<file path="src/rtl/eep_pkg.sv">
package eep_pkg;
  localparam int CS_BIT  = 7;
  localparam int CLK_BIT = 6;
  localparam int DI_BIT  = 1;
  localparam int DO_BIT  = 0;

  typedef enum logic [3:0] {
    ST_IDLE, ST_CMD, ST_DOUT, ST_READ, ST_WRITE, ST_ERASE,
    ST_WEN, ST_WDIS, ST_FILL, ST_WIPE
  } state_e;

  typedef enum logic [1:0] {DO_FREE, DO_KEEP, DO_ZERO, DO_MSB} doSel_e;

  typedef struct packed {
    logic   pinLoad;
    logic   clearSr;
    logic   shiftIn;
    logic   shiftOut;
    logic   latchAddr;
    logic   loadWord;
    logic   storeOne;
    logic   storeAll;
    logic   useOnes;
    doSel_e doSel;
  } strobe_t;
endpackage

</file>
<file path="src/rtl/eep_datapath.sv">
module eep_datapath
  import eep_pkg::*;
#(
  parameter int ADDR_W = 7,
  parameter int DATA_W = 16
) (
  input  logic          clk,
  input  logic          rstN,
  input  strobe_t       stb,
  input  logic [7:0]    wrData,
  output logic [7:0]    pinReg,
  output logic [3:0]    cmdCode
);
  localparam int WORDS    = 1 << ADDR_W;
  localparam int CMD_BITS = ADDR_W + 3;

  logic [DATA_W-1:0] sr;
  logic [DATA_W-1:0] srShift;
  logic [ADDR_W-1:0] addrReg;
  logic [ADDR_W-1:0] addrEff;
  logic [DATA_W-1:0] wordIn;
  logic [DATA_W-1:0] mem [WORDS];
  logic              doNext;

  assign srShift = {sr[DATA_W-2:0], wrData[DI_BIT]};
  assign cmdCode = srShift[CMD_BITS-1 -: 4];
  assign addrEff = stb.latchAddr ? srShift[ADDR_W-1:0] : addrReg;
  assign wordIn  = stb.useOnes ? '1 : srShift;

  always_comb begin
    unique case (stb.doSel)
      DO_KEEP: doNext = pinReg[DO_BIT];
      DO_ZERO: doNext = 1'b0;
      DO_MSB:  doNext = sr[DATA_W-1];
      default: doNext = 1'b1;
    endcase
  end

  always_ff @(posedge clk) begin
    if (!rstN) begin
      sr      <= '0;
      addrReg <= '0;
      pinReg  <= 8'h01;
    end else begin
      if (stb.clearSr)       sr <= '0;
      else if (stb.loadWord) sr <= mem[addrEff];
      else if (stb.shiftIn)  sr <= srShift;
      else if (stb.shiftOut) sr <= {sr[DATA_W-2:0], 1'b0};
      if (stb.latchAddr) addrReg <= srShift[ADDR_W-1:0];
      if (stb.pinLoad)   pinReg  <= {wrData[7:1], doNext};
    end
  end

  always_ff @(posedge clk) begin
    for (int i = 0; i < WORDS; i++) begin
      if (!rstN) mem[i] <= '1;
      else if (stb.storeAll || (stb.storeOne && addrEff == ADDR_W'(i)))
        mem[i] <= wordIn;
    end
  end
endmodule

</file>
<file path="src/rtl/eep_ctrl.sv">
module eep_ctrl
  import eep_pkg::*;
#(
  parameter int ADDR_W = 7,
  parameter int DATA_W = 16
) (
  input  logic       clk,
  input  logic       rstN,
  input  logic       enWr,
  input  logic       unlockWr,
  input  logic       pinWr,
  input  logic [7:0] wrData,
  input  logic       oldCs,
  input  logic       oldClk,
  input  logic [3:0] cmdCode,
  output strobe_t    stb,
  output logic       gateOpen
);
  localparam int CMD_BITS = ADDR_W + 3;
  localparam int CNT_W    = $clog2(DATA_W + 1);

  logic [1:0]       gate;
  state_e           state, nState, st0, st1;
  logic [CNT_W-1:0] bitCnt, nCnt, cnt1;
  logic             writable, nWen;
  logic             act, csRise, clkRise, clkFall, di;

  function automatic state_e decodeCmd(input logic [3:0] c);
    unique case (c[3:2])
      2'b10:   return ST_READ;
      2'b01:   return ST_WRITE;
      2'b11:   return ST_ERASE;
      default: begin
        unique case (c[1:0])
          2'b00:   return ST_WDIS;
          2'b01:   return ST_FILL;
          2'b10:   return ST_WIPE;
          default: return ST_WEN;
        endcase
      end
    endcase
  endfunction

  assign gateOpen = &gate;
  assign act      = pinWr && gateOpen;
  assign di       = wrData[DI_BIT];
  assign csRise   = !oldCs && wrData[CS_BIT];
  assign clkRise  = !oldClk && wrData[CLK_BIT];
  assign clkFall  = oldClk && !wrData[CLK_BIT] && wrData[CS_BIT];

  always_comb begin
    stb    = '0;
    stb.doSel = DO_FREE;
    nState = state;
    nCnt   = bitCnt;
    nWen   = writable;
    st0    = state;
    st1    = state;
    cnt1   = bitCnt;
    if (act) begin
      stb.pinLoad = 1'b1;
      st0 = csRise ? ST_IDLE : state;
      nState = st0;
      if (clkRise) begin
        if (st0 == ST_CMD || st0 == ST_WRITE || st0 == ST_FILL) begin
          stb.shiftIn = 1'b1;
          cnt1 = bitCnt + 1'b1;
        end
        st1 = st0;
        unique case (st0)
          ST_IDLE: if (di) begin
            st1 = ST_CMD; cnt1 = '0; stb.clearSr = 1'b1;
          end
          ST_CMD: if (cnt1 == CNT_W'(CMD_BITS)) begin
            st1 = decodeCmd(cmdCode); cnt1 = '0; stb.latchAddr = 1'b1;
          end
          ST_DOUT: begin
            stb.doSel = DO_MSB; stb.shiftOut = 1'b1;
            cnt1 = bitCnt - 1'b1;
            if (cnt1 == '0) st1 = ST_IDLE;
          end
          default: ;
        endcase
        unique case (st1)
          ST_WEN:  begin nWen = 1'b1; st1 = ST_IDLE; end
          ST_WDIS: begin nWen = 1'b0; st1 = ST_IDLE; end
          ST_WRITE: if (cnt1 == CNT_W'(DATA_W)) begin
            stb.storeOne = writable; st1 = ST_IDLE;
          end
          ST_ERASE: begin
            stb.storeOne = writable; stb.useOnes = 1'b1; st1 = ST_IDLE;
          end
          ST_READ: begin
            cnt1 = CNT_W'(DATA_W); stb.loadWord = 1'b1;
            stb.doSel = DO_ZERO; st1 = ST_DOUT;
          end
          ST_FILL: if (cnt1 == CNT_W'(DATA_W)) begin
            stb.storeAll = writable; st1 = ST_IDLE;
          end
          ST_WIPE: begin
            stb.storeAll = writable; stb.useOnes = 1'b1; st1 = ST_IDLE;
          end
          default: ;
        endcase
        nState = st1;
        nCnt   = cnt1;
      end else if (clkFall) begin
        stb.doSel = DO_KEEP;
      end
    end
  end

  always_ff @(posedge clk) begin
    if (!rstN) begin
      gate     <= 2'b00;
      state    <= ST_IDLE;
      bitCnt   <= '0;
      writable <= 1'b0;
    end else begin
      if (enWr) gate <= (wrData == 8'h0A) ? {gate[1], 1'b1} : 2'b00;
      else if (unlockWr) gate[1] <= (wrData == 8'h40);
      state    <= nState;
      bitCnt   <= nCnt;
      writable <= nWen;
    end
  end
endmodule

</file>
<file path="src/rtl/serial_eeprom_resp.sv">
module serial_eeprom_resp
  import eep_pkg::*;
#(
  parameter int ADDR_W = 7,
  parameter int DATA_W = 16
) (
  input  logic       clk,
  input  logic       rstN,
  input  logic       enWr,
  input  logic       unlockWr,
  input  logic       pinWr,
  input  logic [7:0] wrData,
  output logic [7:0] rdData
);
  strobe_t    stb;
  logic       gateOpen;
  logic [7:0] pinReg;
  logic [3:0] cmdCode;

  eep_ctrl #(.ADDR_W(ADDR_W), .DATA_W(DATA_W)) ctrl_i (
    .clk(clk), .rstN(rstN), .enWr(enWr), .unlockWr(unlockWr),
    .pinWr(pinWr), .wrData(wrData), .oldCs(pinReg[CS_BIT]),
    .oldClk(pinReg[CLK_BIT]), .cmdCode(cmdCode), .stb(stb),
    .gateOpen(gateOpen)
  );

  eep_datapath #(.ADDR_W(ADDR_W), .DATA_W(DATA_W)) dp_i (
    .clk(clk), .rstN(rstN), .stb(stb), .wrData(wrData),
    .pinReg(pinReg), .cmdCode(cmdCode)
  );

  assign rdData = gateOpen ? pinReg : 8'hFF;
endmodule

</file>
<file path="config.mk">
export PLATFORM = sky130hd
export DESIGN_NAME = serial_eeprom_resp
export DESIGN_NICKNAME = d
export VERILOG_FILES = /design/src/rtl/eep_pkg.sv /design/src/rtl/eep_datapath.sv /design/src/rtl/eep_ctrl.sv /design/src/rtl/serial_eeprom_resp.sv
export SDC_FILE = /design/constraint.sdc
export NUM_CORES = 2
export LEC_CHECK = 0
export ABC_CLOCK_PERIOD_IN_PS = 5040
export BUFFER_PORTS_ARGS = -buffer_cell sky130_fd_sc_hd__buf_2
export CAP_MARGIN = 10
export CORE_UTILIZATION = 58
export CTS_CLUSTER_SIZE = 40
export DETAILED_ROUTE_END_ITERATION = 7
export GPL_TIMING_DRIVEN = 1
export PLACE_DENSITY = 0.74
export SYNTH_ARGS = -nofsm -noshare
export SYNTH_HDL_FRONTEND = slang
export SYNTH_HIERARCHICAL = 1
export SYNTH_SLANG_ARGS = --single-unit
</file>
<file path="constraint.sdc">
create_clock -name clk -period 5.04 [get_ports clk]
set_clock_uncertainty 0.15 [all_clocks]
set_input_delay 0 -clock clk [delete_from_list [all_inputs] [get_ports clk]]
set_output_delay 0 -clock clk [all_outputs]
set_load 0.005 [all_outputs]
</file>
-- Yosys cells after proc, flatten, opt, wreduce, memory -nomap -nowiden
Memory sizes are Yosys's and may differ from the RTL's.
Cells that the tools add are included.
- add/sub/neg operators: 2
- $mul: 0
- div/mod/pow operators: 0
- $lt $le $gt $ge: 0
- eq/ne operators: 151
- shifts and indexed selects: 0
- muxes and demuxes: 562
- bitwise logic cells: 130
- reductions and logical operators: 282
- operator list (cell ; count):
    16-bit two-way mux ; 132
    7-bit == test, second input constant ; 64
    1-bit two-way mux ; 397
    7-bit by 6-bit == test with 1-bit output, second input constant ; 32
    1-bit logical AND ; 133
    1-bit logical OR ; 130
    1-bit bitwise OR ; 128
    7-bit by 5-bit == test with 1-bit output, second input constant ; 16
    7-bit by 4-bit == test with 1-bit output, second input constant ; 8
    4-bit one-hot mux with 3 select lines ; 4
    5-bit two-way mux ; 8
    4-bit two-way mux ; 8
    7-bit by 3-bit == test with 1-bit output, second input constant ; 4
    4-bit by 3-bit == test with 1-bit output, second input constant ; 5
    8-bit two-way mux ; 2
    5-bit one-hot mux with 3 select lines ; 1
    7-bit by 2-bit == test with 1-bit output, second input constant ; 2
    4-bit == test, second input constant ; 3
    11-bit two-way mux ; 1
    2-bit == test, second input constant ; 5
    4-bit by 2-bit == test with 1-bit output, second input constant ; 2
    8-bit by 4-bit == test with 1-bit output, second input constant ; 1
    8-bit by 7-bit == test with 1-bit output, second input constant ; 1
    2-bit two-way mux ; 4
    other kinds (23) ; 36
- flip-flop bits (word level): 43
- latch bits: 0
- bits in writable memories: 2048
- memory bits (read-only): 0
- input bits: 13
- output and inout bits: 8
- word-level logic and storage cells: 1137
- memories kept: 1
- memories (memory ; words ; width ; read ports ; clocked after Yosys merged registers in ; wr ports ; line ; RTL):
    dp_i.mem ; 128 ; 16 ; 1 ; 0 ; 128 ; eep_datapath.sv:22 ; logic [DATA_W-1:0] mem [WORDS];

-- Longest topological paths before layout
- depth in word-level cells: 27
- gate-level depth with buffers: 22
- depth with buffers taken out: 15

-- Cells and area by module
The synthesis kept the hierarchy.
- by module, submodules not included (module ; instances ; cells each ; area an instance (µm²) ; sequential area each (µm²)):
    eep_datapath ; 1 ; 7749 ; 92364.8 ; 62119.6
    eep_ctrl ; 1 ; 195 ; 1392.6 ; 240.2
    serial_eeprom_resp ; 1 ; 8 ; 50.0 ; 0.0

-- Least setup slack after synthesis
No wires, ideal clock.
- path type: flip-flop to flip-flop
- from: register ctrl_i.bitCnt[0]
- to: memory dp_i.mem[110][0] (enable)
- library setup time: 411 ps
- arrival: 4427 ps
- data required time: 4479 ps
- path slack: 52 ps
- stages on the path, launching flop included: 18
- path buffers: 7
- clock period less this slack: 4988 ps
- path through: dfxtp_1 > buf_6 > inv_1 > ha_1 > nand2_1 > a2111o_1 > a21bo_2 > nor2_1 > buf_6 > mux2_4 > buf_6 > buf_6 > buf_4 > buf_4 > nor2_1 > nand2_1 > clkbuf_1 > o21ai_0
- RTL lines (element ; line ; RTL):
    start: declaration ; eep_ctrl.sv:24 ; logic [CNT_W-1:0] bitCnt, nCnt, cnt1;
    start signal: assignment ; eep_ctrl.sv:123 ; bitCnt <= nCnt;
    end: declaration ; eep_datapath.sv:22 ;

==> impl_metrics.env <==
export IMPL_status="complete, but fails checks"
export IMPL_violations="DRC, setup timing"
export IMPL_io_pins=21
export IMPL_drc=24
export IMPL_cts_tree="built"
export IMPL_finalCritPeriodShare_pct=103
export IMPL_min_path_cells=5
export IMPL_crit_top_cell="buf_4"
export IMPL_die_y_um=404
export IMPL_crit_type="flop to flop"
export IMPL_avgRoutedWirePerCell_um=28.9
export IMPL_dieWidth_um=404
export IMPL_ir_drop_v=0.000397
export IMPL_synth_area_mm2=0.0938
export IMPL_firstDrtPassIters=8
export IMPL_cp_data_arrival_time_ns=5.81
export IMPL_cts_sinks=2091
export IMPL_core_mm2=0.161
export IMPL_wirelength_um=305000
export IMPL_holdWs_ns=0.0693
export IMPL_tightest_slew_ns=1.30
export IMPL_grt_total_usage_pct=37.1
export IMPL_initial_core_util_pct=58.4
export IMPL_power_density_mw_per_mm2=329
export IMPL_hold_viol=0
export IMPL_min_from="pinWr"
export IMPL_rows=147
export IMPL_avgViaCountPerCell=6.60
export IMPL_drt_iter0_markers=12302
export IMPL_slowest_stage="a311oi_1"
export IMPL_drv_cap=0
export IMPL_worst_slack_ns=-0.128
export IMPL_grt_max_degree=129
export IMPL_reg2reg_slack_ns=-0.13
export IMPL_yosysWarnings=6
export IMPL_worstPathRequired_ns=5.68
export IMPL_cp_num_buf_inv=5
export IMPL_min_to="ctrl_i/state[2]"
export IMPL_synth_top_cells_by_area="edfxtp_1, nand2_1, mux4_2, nand3_1, clkbuf_1"
export IMPL_gp_congestion=0.977
export IMPL_root_buffer="clkbuf_16"
export IMPL_report_final_slew_viol_count=0
export IMPL_synth_cells=7952
export IMPL_hold_path_class="input pin to flop"
export IMPL_portBuffers=20
export IMPL_synth_area_leader_cell="edfxtp_1"
export IMPL_reg2reg_to="dp_i/sr[13]"
export IMPL_worstRegToRegCells=16
export IMPL_detail_route_antenna_nets=0
export IMPL_slew_headroom_pct=12.7
export IMPL_async_flop_share_pct=0
export IMPL_path_cells="buf_4 > or3_2 > nor3_1 > a21bo_2 > nor2_4 > buf_8 > mux2i_4 > buf_12 > buf_4 > nand2_1 > a311oi_1 > o21ai_0 > nand3_1 > a2111oi_2 > buf_4 > o21ai_1"
export IMPL_clock_path_buffers=3
export IMPL_setup_viol=4
export IMPL_areaGrowthSynthToFinish_pct=17.3
export IMPL_insertion_delay_ns=0.89
export IMPL_timing_critical_path_to_type="flop"
export IMPL_antenna_found_initial=4
export IMPL_worstReg2RegStart="ctrl_i/state[2]"
export IMPL_fmax_mhz=194
export IMPL_ys_seq_area_share_pct=66.5
export IMPL_avgSynthCellArea_um2=11.8
export IMPL_tns_ns=-0.231
export IMPL_cpLargestDelayFamily="compound AO/OA/AOI/OAI gates"
export IMPL_first_global_vias=65747
export IMPL_fill_cells=10707
export IMPL_clkTransAtPathRegs_ns=0.06
export IMPL_fin_nets=8226
export IMPL_p_leak_nw=36.4
export IMPL_gr_total_overflow=0
export IMPL_crit_path_max_fanout=26
export IMPL_grt_pass1_wl_um=440000
export IMPL_dpl_hpwl_um=187000
export IMPL_synth_seq_cells=2091
export IMPL_synth_edf_count=2048
export IMPL_finalCriticalPeriod_ns=5.17
export IMPL_htree_num_levels=4
export IMPL_synth_distinct_cells=89
export IMPL_multi_input_area_mm2=0.0286
export IMPL_ys_flop_type="edfxtp_1"
export IMPL_cts_buffers=206
export IMPL_drive_gt1_share_pct=16.9
export IMPL_cpPeakStageDelay_ns=1.05
export IMPL_seq_area_mm2=0.0624
export IMPL_synth_top_area_share_pct=65.6
export IMPL_worstSetupStartpointType="flop"
export IMPL_syn_num_nets=7970
export IMPL_dr_total_vias=69658
export IMPL_die_area_mm2=0.163
Yosys cell counts, types with 13 or more instances:
cell / number
a31oi_1: 18
a22oi_1: 83
edfxtp_1: 2048
mux4_2: 246
o21a_1: 131
nor4_1: 16
nand2b_1: 15
nand4_1: 22
o22ai_1: 15
nor2b_1: 14
o21ai_0: 180
and3_1: 98
nand3_1: 418
a21oi_1: 60
nor3_1: 13
buf_6: 29
dfxtp_1: 43
and2_1: 17
a311oi_1: 182
buf_4: 29
clkbuf_1: 484
nand2_1: 3139
buf_1: 36
nor2_1: 197
buf_2: 187
mux2i_1: 48
layer usage:
metal / global-route usage, % / share of wire (%) / vias up
li1: - / - / 28926
met1: 49.5 / 34 / 33924
met2: 55.4 / 44 / 5728
met3: 9.81 / 15 / 1076
met4: 21.6 / 6.9 / 4
met5: 0 / 0.0069 / -
logic make-up (layout without fill, tap and decap cells):
logic type / Yosys count / in the layout / synth area share, %
buf+inv: 780 / 1203 / 3.75
fa+ha+maj: 5 / 5 / 0.0667
compound gates: 789 / 789 / 6.01
flops: 2091 / 2091 / 66.5
mux: 301 / 306 / 6.51
xor+xnor: 6 / 6 / 0.0640
simple gates: 3980 / 3981 / 17.1
other cells: 0 / 10 / 0
final cells by class:
cell class	instances	share of cell area (%)
Tap cell	2160	2.46
Clock buffer	270	4.96
Inverter	12	0.0409
Multi-Input combinational cell	5087	26.0
Antenna cell	10	0.0227
Sequential cell	2091	56.7
Clock inverter	111	0.910
Timing Repair Buffer	810	8.88
cells in the final DEF (no fill, tap or decap), types with 12 or more instances in the layout:
| cell type | instances |
|---|---|
| o22ai_1 | 14 |
| buf_2 | 19 |
| nor2_4 | 23 |
| clkinv_1 | 40 |
| o21ai_1 | 133 |
| clkbuf_1 | 60 |
| a21oi_1 | 57 |
| nand2_1 | 3137 |
| nand2b_1 | 15 |
| a22oi_1 | 78 |
| nand3_1 | 417 |
| inv_1 | 12 |
| and3_1 | 98 |
| clkbuf_16 | 211 |
| and2_1 | 17 |
| buf_4 | 467 |
| mux4_2 | 246 |
| buf_12 | 272 |
| o21ai_0 | 48 |
| a311oi_1 | 165 |
| nor2b_1 | 13 |
| a311oi_2 | 16 |
| a31oi_1 | 17 |
| nor3_1 | 12 |
| mux2i_1 | 43 |
| dfxtp_1 | 39 |
| nor2_1 | 176 |
| edfxtp_1 | 2048 |
| o21a_1 | 131 |
| clkinv_2 | 41 |
| dlygate4sd3_1 | 35 |
| nand4_1 | 22 |
registers in the layout, indices dropped and copies added (netlist names):
signal and cells:
ctrl_i/bitCnt 5, ctrl_i/gate 2, ctrl_i/state 4, ctrl_i/writable 1
dp_i/addrReg 7, dp_i/mem 2048, dp_i/pinReg 8, dp_i/sr 16
timing repair:
item	4_1_cts	5_1_grt
setup endpoints to repair	192	159
resized for setup	33	46
gates cloned	8	4
pin swaps	3	1
hold endpoints to repair	689	0
setup buffers	12	9
hold buffers	35	0
stage by stage:
stage / setup WS, ns / total power [W] / std cells / instance area (um^2) / util (%)
2_1_floorplan: 0.0519 / 0.0210 / 7952 / 93800 / -
3_3_place_gp: -0.442 / 0.0216 / 10092 / 102000 / 63.7
3_5_place_dp: -0.517 / 0.0217 / 10092 / 102000 / 63.7
4_1_cts: 0.0283 / 0.0362 / 10528 / 110000 / 68.3
5_1_grt: -0.00882 / 0.0370 / 10541 / 110000 / 68.5
6_report: -0.128 / 0.0362 / 10551 / 110000 / 68.5
worst register-to-register path, cell delays in order (launching register included):
cell,delay [ns]
dfxtp_2,0.36
buf_4,0.16
or3_2,0.49
nor3_1,0.22
a21bo_2,0.31
nor2_4,0.22
buf_8,0.23
mux2i_4,0.35
buf_12,0.29
buf_4,0.31
nand2_1,0.10
a311oi_1,1.05
o21ai_0,0.28
nand3_1,0.21
a2111oi_2,0.08
buf_4,0.18
o21ai_1,0.10
worst max-delay path by stage:
stage / from / endpoint / slack (ns) / cells after the start
finish: ctrl_i/state[2] / dp_i/sr[13] / -0.13 / 16
global route: ctrl_i/state[2] / dp_i/sr[13] / -0.009 / 15
CTS: ctrl_i/state[2] / dp_i/sr[1] / 0.03 / 17
detailed placement: ctrl_i/state[2] / dp_i/sr[1] / -0.52 / 16
global placement: ctrl_i/state[2] / dp_i/sr[1] / -0.44 / 16
floorplan: ctrl_i/bitCnt[0] / dp_i/mem[110][0] / 0.05 / 17
power breakdown:
group	leakage (nW)	internal, W	switching [W]
Clock	3.14	0.00809	0.00673
Sequential	21.0	0.0199	0.000238
Combinational	12.2	0.000490	0.000819
Power figures use the tool's default switching activity.
